File: src/rtl/thr_pkg.sv
package thr_pkg;
  typedef enum logic [1:0] {
    ST_IDLE  = 2'd0,
    ST_SETUP = 2'd1,
    ST_PULSE = 2'd2,
    ST_WAIT  = 2'd3
  } thr_state_t;
endpackage

File: src/rtl/thr_level_ctr.sv
module thr_level_ctr #(
  parameter int LVL_W = 4
) (
  input  logic             clk,
  input  logic             rst_n,
  input  logic             load_max,
  input  logic             dec,
  output logic [LVL_W-1:0] level,
  output logic             at_floor
);
  localparam logic [LVL_W-1:0] LVL_MAX   = {LVL_W{1'b1}};
  localparam logic [LVL_W-1:0] LVL_FLOOR = LVL_W'(1);

  always_ff @(posedge clk) begin
    if (!rst_n)        level <= '0;
    else if (load_max) level <= LVL_MAX;
    else if (dec)      level <= level - LVL_W'(1);
  end

  assign at_floor = (level == LVL_FLOOR);

  assert_dec_step_R6: assert property (@(posedge clk) disable iff (!rst_n)
    (dec && !load_max) |=> (level == $past(level) - LVL_W'(1)));
endmodule

File: src/rtl/thr_seq_fsm.sv
module thr_seq_fsm
  import thr_pkg::*;
(
  input  logic clk,
  input  logic rst_n,
  input  logic start,
  input  logic busy,
  input  logic result,
  input  logic at_floor,
  output logic load_max,
  output logic dec,
  output logic cmp_start,
  output logic fin_pass,
  output logic fin_fail
);
  thr_state_t state, nxt;

  always_ff @(posedge clk) begin
    if (!rst_n) state <= ST_IDLE;
    else        state <= nxt;
  end

  always_comb begin
    nxt      = state;
    load_max = 1'b0;
    dec      = 1'b0;
    fin_pass = 1'b0;
    fin_fail = 1'b0;
    unique case (state)
      ST_IDLE: if (start) begin
        load_max = 1'b1;
        nxt      = ST_SETUP;
      end
      ST_SETUP: nxt = ST_PULSE;
      ST_PULSE: nxt = ST_WAIT;
      ST_WAIT: if (!busy) begin
        if (result) begin
          fin_pass = 1'b1;
          nxt      = ST_IDLE;
        end else if (at_floor) begin
          fin_fail = 1'b1;
          nxt      = ST_IDLE;
        end else begin
          dec = 1'b1;
          nxt = ST_SETUP;
        end
      end
      default: nxt = ST_IDLE;
    endcase
  end

  assign cmp_start = (state == ST_PULSE);

  assert_start_pulse_R3: assert property (@(posedge clk) disable iff (!rst_n)
    cmp_start |=> !cmp_start);
  assert_no_restart_R9: assert property (@(posedge clk) disable iff (!rst_n)
    (state != ST_IDLE) |-> !load_max);
endmodule

File: src/rtl/thr_result_reg.sv
module thr_result_reg #(
  parameter int LVL_W = 4
) (
  input  logic             clk,
  input  logic             rst_n,
  input  logic             fin_pass,
  input  logic             fin_fail,
  input  logic [LVL_W-1:0] level,
  output logic [LVL_W-1:0] code,
  output logic             underflow,
  output logic             done
);
  always_ff @(posedge clk) begin
    if (!rst_n) begin
      code      <= '0;
      underflow <= 1'b0;
      done      <= 1'b0;
    end else begin
      done <= fin_pass | fin_fail;
      if (fin_pass) begin
        code      <= level;
        underflow <= 1'b0;
      end else if (fin_fail) begin
        code      <= '0;
        underflow <= 1'b1;
      end
    end
  end

  assert_done_pulse_R8: assert property (@(posedge clk) disable iff (!rst_n)
    done |=> !done);
  assert_hold_result_R8: assert property (@(posedge clk) disable iff (!rst_n)
    !done |-> ($stable(code) && $stable(underflow)));
  assert_underflow_zero_R7: assert property (@(posedge clk) disable iff (!rst_n)
    underflow |-> (code == '0));
endmodule

File: src/rtl/thr_level_search.sv
module thr_level_search #(
  parameter int LVL_W = 4
) (
  input  logic             clk,
  input  logic             rst_n,
  input  logic             start_i,
  output logic             done_o,
  output logic [LVL_W-1:0] level_o,
  output logic             cmp_start_o,
  input  logic             cmp_busy_i,
  input  logic             cmp_result_i,
  output logic [LVL_W-1:0] code_o,
  output logic             underflow_o
);
  logic load_max, dec, at_floor, fin_pass, fin_fail;

  thr_level_ctr #(.LVL_W(LVL_W)) u_ctr (
    .clk(clk), .rst_n(rst_n), .load_max(load_max), .dec(dec),
    .level(level_o), .at_floor(at_floor)
  );

  thr_seq_fsm u_fsm (
    .clk(clk), .rst_n(rst_n), .start(start_i), .busy(cmp_busy_i),
    .result(cmp_result_i), .at_floor(at_floor), .load_max(load_max),
    .dec(dec), .cmp_start(cmp_start_o), .fin_pass(fin_pass), .fin_fail(fin_fail)
  );

  thr_result_reg #(.LVL_W(LVL_W)) u_res (
    .clk(clk), .rst_n(rst_n), .fin_pass(fin_pass), .fin_fail(fin_fail),
    .level(level_o), .code(code_o), .underflow(underflow_o), .done(done_o)
  );

  assert_level_stable_R3: assert property (@(posedge clk) disable iff (!rst_n)
    cmp_start_o |-> $stable(level_o));
  assert_busy_hold_R4: assert property (@(posedge clk) disable iff (!rst_n)
    (cmp_busy_i && !cmp_start_o) |=> ($stable(level_o) && !done_o));
  assert_first_level_R2: assert property (@(posedge clk) disable iff (!rst_n)
    load_max |=> (level_o == {LVL_W{1'b1}}));
  assert_pass_code_R5: assert property (@(posedge clk) disable iff (!rst_n)
    fin_pass |=> (code_o == $past(level_o) && !underflow_o));
endmodule

File: config.mk
export PLATFORM = sky130hd
export DESIGN_NAME = thr_level_search
export DESIGN_NICKNAME = d
export VERILOG_FILES = /design/src/rtl/thr_pkg.sv /design/src/rtl/thr_level_ctr.sv /design/src/rtl/thr_seq_fsm.sv /design/src/rtl/thr_result_reg.sv /design/src/rtl/thr_level_search.sv
export SDC_FILE = /design/constraint.sdc
export NUM_CORES = 1
export LEC_CHECK = 0
export BUFFER_PORTS_ARGS = -buffer_cell sky130_fd_sc_hd__buf_2
export CAP_MARGIN = 30
export CORE_AREA = 4 4 41 43
export CTS_CLUSTER_DIAMETER = 150
export DETAILED_ROUTE_END_ITERATION = 16
export DIE_AREA = 0 0 45 47
export GPL_TIMING_DRIVEN = 0
export PLACE_DENSITY_LB_ADDON = 0.12
export SLEW_MARGIN = 20
export SYNTH_ARGS = -nofsm -noshare
export SYNTH_HDL_FRONTEND = slang
export SYNTH_SLANG_ARGS = --single-unit
File: constraint.sdc
create_clock -name clk -period 2 [get_ports clk]
set_input_delay 0.4 -clock clk [delete_from_list [all_inputs] [get_ports clk]]
set_output_delay 0.4 -clock clk [all_outputs]
set_load 0.01 [all_outputs]
# ---- Yosys cells after proc, flatten, opt, wreduce, memory -nomap -nowiden
# Cells that the tools add are included.
dict set report op_classes {
  reduce_logical 5
  eq_ne 6
  addsub 1
  bitwise_logic 2
  mux 22
}
# operator n
set ops {}
lappend ops {{$mux W4} 4}
lappend ops {{$mux W1} 14}
lappend ops {{$pmux W2 S4} 1}
lappend ops {{$mux W2} 3}
lappend ops {{$eq A2 B2 Y1 const B} 2}
lappend ops {{$eq A4 B1 Y1 const B} 1}
lappend ops {{$ne A2 B2 Y1 const B} 2}
lappend ops {{$reduce_bool A2 Y1} 2}
lappend ops {{$sub A4 B1 Y4 const B} 1}
lappend ops {{$eq A2 B1 Y1 const B} 1}
lappend ops {{$logic_not A2 Y1} 1}
lappend ops {{$reduce_and A2 Y1} 1}
lappend ops {{$reduce_or A2 Y1} 1}
lappend ops {{$not A1 Y1} 1}
lappend ops {{$or A1 B1 Y1} 1}
dict set report totals {
  register_bits 12
  inputBits 5
  out_inout_bits 11
  wordCells 41
}

# ---- Logic depth before layout (Yosys ltp)
dict set report logic_depth {
  depth_word 7
  depth_mapped 6
  depth_no_buf 5
}

# ---- By module
# A second synthesis with hierarchy kept.
dict set report unflattened {
  cells_unflattened 65
  area_unflattened_um2 655.6
}
# module instances area_per_inst_um2 cells_per_inst seq_area_each_um2
set modules_own_cells {}
lappend modules_own_cells {thr_result_reg 1 229.0 22 120.1}
lappend modules_own_cells {thr_seq_fsm 1 214.0 23 40.0}
lappend modules_own_cells {thr_level_ctr 1 212.7 20 80.1}

# ---- Worst setup path after synthesis
# OpenSTA, ideal clock, no wires.
dict set report synth_timing {
  kind {flip-flop to flip-flop}
  start {register u_ctr.level[0]}
  end {register u_ctr.level[0]}
  path_slack_ps 275
  path_buffers 1
  t_required_ps 1885
  period_less_slack_ps 1725
  arrival_ps 1610
  setup_time_ps 115
  path_stages_with_launch 6
  cell_sequence {dfxtp_1 > ha_1 > or3b_2 > clkbuf_2 > a211o_2 > and3_1}
}
dict set report synth_via {
  elab_chain_cells 6
  word_cells_on_any_way 9
  cone_classes {add/sub (1); eq/ne (1); mux (6); reduce/logical (1)}
}
# element line
set synth_lines {}
lappend synth_lines {{from (decl)} thr_level_ctr.sv:8} ;# output logic [LVL_W-1:0] level,
lappend synth_lines {{from (signal assigned)} thr_level_ctr.sv:17} ;# else if (dec) level <= level - LVL_W'(1);
lappend synth_lines {{$eq A4 B1 Y1} thr_level_ctr.sv:20} ;# assign at_floor = (level == LVL_FLOOR);
lappend synth_lines {{$mux W1} thr_seq_fsm.sv:40} ;# end else if (at_floor) begin
lappend synth_lines {{$mux W1} thr_seq_fsm.sv:37} ;# if (result) begin
lappend synth_lines {{$mux W1} thr_seq_fsm.sv:36} ;# ST_WAIT: if (!busy) begin
lappend synth_lines {{$mux W1} thr_seq_fsm.sv:29} ;# unique case (state)
lappend synth_lines {{$reduce_bool A2 Y1 (no line)} -}
# Parallel ways exist; a longest one is shown, timed or not. The select of a mux whose other input is x is not followed.
# A chain may end at the register's enable or synchronous reset.

# ---- Worst setup path after layout
dict set report layout_timing {
  start {register u_ctr.level[1]}
  end {register u_res.code[0]}
}
dict set report layout_via {
  elab_chain_cells 6
}
# element line
set layout_lines {}
lappend layout_lines {{$eq A4 B1 Y1} thr_level_ctr.sv:20}
lappend layout_lines {{$mux W1} thr_seq_fsm.sv:40}
lappend layout_lines {{$mux W1} thr_seq_fsm.sv:37}
lappend layout_lines {{$mux W1} thr_seq_fsm.sv:36}
lappend layout_lines {{$mux W1} thr_seq_fsm.sv:29}
lappend layout_lines {{$reduce_bool A2 Y1 (no line)} -}
lappend layout_lines {{to (signal assigned)} thr_result_reg.sv:21} ;# code <= level;
lappend layout_lines {{to (decl)} thr_result_reg.sv:9} ;# output logic [LVL_W-1:0] code,
# Every way passes these cells.

==> run metrics <==
sequential-to-total area share from yosys stat approximately two fifths; syn avg cell area 8.94 um^2; R2R cell count 6; post-synthesis compound-gate area fraction 16.6%; crit path from u_ctr.level[1]; post-route non-filler standard cell count around 100; synth unique cells 30; most common cell in the netlist dfxtp_1; Critical Path End u_res.code[0]; Net Sw Power 0.290 mW; Critical Path Start Type flop; I/O pin total 16; Max Root-Sink Buffers 2; grt total ovfl 0; FF-to-FF End u_res.code[0]; cell row count 13; CP Class flop to flop; Logic pwr share 40.0%; worst path cell trace inv_1, ha_1, or3b_2, clkbuf_2, a21oi_1, o32ai_1; clock latency on the worst-skew pair approximately 260 ps; cell area after synthesis 617 um^2; Die X 45 um; Post-CTS Setup Bufs 0; Final Net Count 99; flop and latch count out of synthesis 12; first-pass GRT wire length 2210 um; final setup fails 0; clock slew at reported path FFs 70 ps; DRC Markers 0; Antenna Cells 0; Critical-path top delay cell or3b_2; worst slew pin tran 620 ps; main combinational cell family by area after synthesis simple AND/OR/NAND/NOR gates; ANT nets after route 0; Relative slew margins 58.6%; warnings from Yosys 0; DR vias between 500 and 600; Arr. time, crit path 1960 ps; DR WL/cell 12.1 um; simple-gate share of the synthesized area 27.2%; most frequent cells after synthesis dfxtp_1, nand2_1, ha_1, inv_1, and2_1; placed cell count between 90 and 100; DIE HEIGHT ~47 um; CTS tree built; full die area 2120 um^2; core region area 1300 um^2; number of H-tree levels 1; WP data required 2140 ps; Lkg Pwr 0.339 nW; largest cells by area after synthesis dfxtp_1, ha_1, nand2_1; number of global-route vias before repair 507; pwr dens 1090 nW/um^2; leading area contributor after synthesis dfxtp_1; Int Power 0.502 mW; Seq. cell area 240 um^2; Multi-input gate area around 350 um^2; RSZ-0062 raised after global routing false; Clk pwr share a little under a fifth; FMAX 0.549 GHz; mux cell area share after synthesis 0%; Post-CTS Hold Buffers 0; outcome finished, final reports clean; Sum Neg Setup Slack 0 ps; TritonCTS Buffers 3; slowest stage delay, CP around 430 ps; sequential power share 41.7%; cell depth of the worst setup path 6; switch share between 30% and 40%; post-CTS sizing 0; starting DRC count in detailed routing 19; crit path time final 1820 ps; gr usage total 14.1%; family with the most delay on the worst path compound AO/OA/AOI/OAI gates; layout cell share with drive strength beyond 1 between 20% and 30%; routed vias/inst 5.52; Fin. Hold Viols 0; Max VDD drop 606 uV; number of synthesized flops with an enable pin 0; initial antenna violation count 0; area grow syn2layout 18.1%; Initial Util 47.4%; GP Congestion 0.777; TritonRoute pass-1 iters 4; Max FO, Critical Path 8; worst hold path class flop to flop; Final HPWL DP between 900 and 1000 um; adder-cell share of the synthesized area 12.2%; ys async rst share 0%; FF-to-FF setup slack about 180 ps; worst r2r src u_ctr.level[1]; Synth Instances 69; filler instances around 130; syn_nets 80; Slew Viols, Final 0; CTS Sinks 12; number of port buffers 14; largest net degree at the start of global routing 11; top cell type's share of synthesized area 38.9%; XOR/XNOR share of the synthesized area 0%; drt total wl ~1200 um; critical path capture point type flop; Root Driver clkbuf_4; clk_skew 0.688 ps; main flop type after synthesis dfxtp_1; worst path bufs/invs 2; Max-Cap Viols 0; period utilization between 90 and 100%
## placed cells by master (no fill, tap or decap)
cell type	synthesis	layout
nor3b_1	1	1
o32ai_1	2	2
clkbuf_4	0	3
or2_2	1	1
o21ai_0	2	2
nor4_1	1	1
nor3_1	1	1
buf_1	1	1
inv_1	6	6
buf_2	0	14
o22ai_1	2	2
nand2_1	8	8
o211a_1	1	1
nand3_1	1	1
and2_1	3	3
a311oi_1	2	2
a21oi_1	2	2
a31oi_1	1	1
nand2b_1	1	1
or3b_2	2	2
nor2b_1	1	1
or3_1	1	1
clkbuf_2	1	1
and3_1	1	1
nand4_1	1	1
or4_1	2	2
a211o_2	1	1
and4_1	2	2
dfxtp_1	12	12
ha_1	6	6
nor2_1	2	2
a221oi_1	1	1
## per-layer routing
metal / GRT usage, % / up-vias / part of all wire (%)
li1: - / 285 / -
met1: 19.3 / 256 / 47
met2: 21.2 / 17 / 46
met3: 3.83 / 0 / 6.4
met4: 5.26 / 0 / 0
met5: 0 / - / 0
## cell families after synthesis
group	Yosys count
DFF	12
AOI/OAI and AO/OA	14
and+or+nand+nor	29
adders and majority gates	6
buffers and inverters	8
## stage by stage
| stage | hold slack [ps] | utilization, % | instance area (um^2) | setup slack, ps | power, mW |
|---|---|---|---|---|---|
| 3_5_place_dp | 463 | 54.2 | 706 | 186 | 0.656 |
| 2_1_floorplan | 490 | - | 617 | 275 | 0.565 |
| 3_3_place_gp | 455 | 54.2 | 706 | 179 | 0.647 |
| 6_report | 467 | 56.0 | 728 | 180 | 0.792 |
| 4_1_cts | 474 | 56.0 | 728 | 168 | 0.801 |
| 5_1_grt | 493 | 56.0 | 728 | 9.33 | 0.871 |
## power by group through the flow
stage / combinational (mW) / clock [mW] / sequential, mW
floorplan: 0.226 / 0 / 0.339
global placement: 0.310 / 0 / 0.337
detailed placement: 0.319 / 0 / 0.337
CTS: 0.322 / 0.149 / 0.331
global route: 0.373 / 0.157 / 0.341
finish: 0.317 / 0.145 / 0.330
## state kept, by name (all words and copies together) (netlist names)
signal           flops
u_res.code           4
u_ctr.level          4
u_fsm.state          2
u_res.underflow      1
u_res.done           1
## cell type report
type                            count  area share, %
Multi-Input combinational cell     49           47.4
Clock buffer                        3           3.09
Inverter                            6           3.09
Tap cell                           15           2.58
Timing Repair Buffer               14           9.62
Sequential cell                    12           33.0
Buffer                              2           1.20
## tightest hold or removal path: stages, from the launching register on
cell and delay [ps]:
dfxtp_1 310, nand2_1 50, o22ai_1 60
## worst min path at each step
stage | start | to | slack (ps) | depth (start not counted)
after floorplan | u_res.code[2] | u_res.code[2] | 490 | 2
after global placement | u_res.code[3] | u_res.code[3] | 450 | 2
after detailed placement | u_res.code[2] | u_res.code[2] | 460 | 2
after CTS | u_res.code[2] | u_res.code[2] | 470 | 2
after global routing | u_res.code[3] | u_res.code[3] | 490 | 2
final | u_res.code[3] | u_res.code[3] | 470 | 2
(Power assumes the default switching activity.)
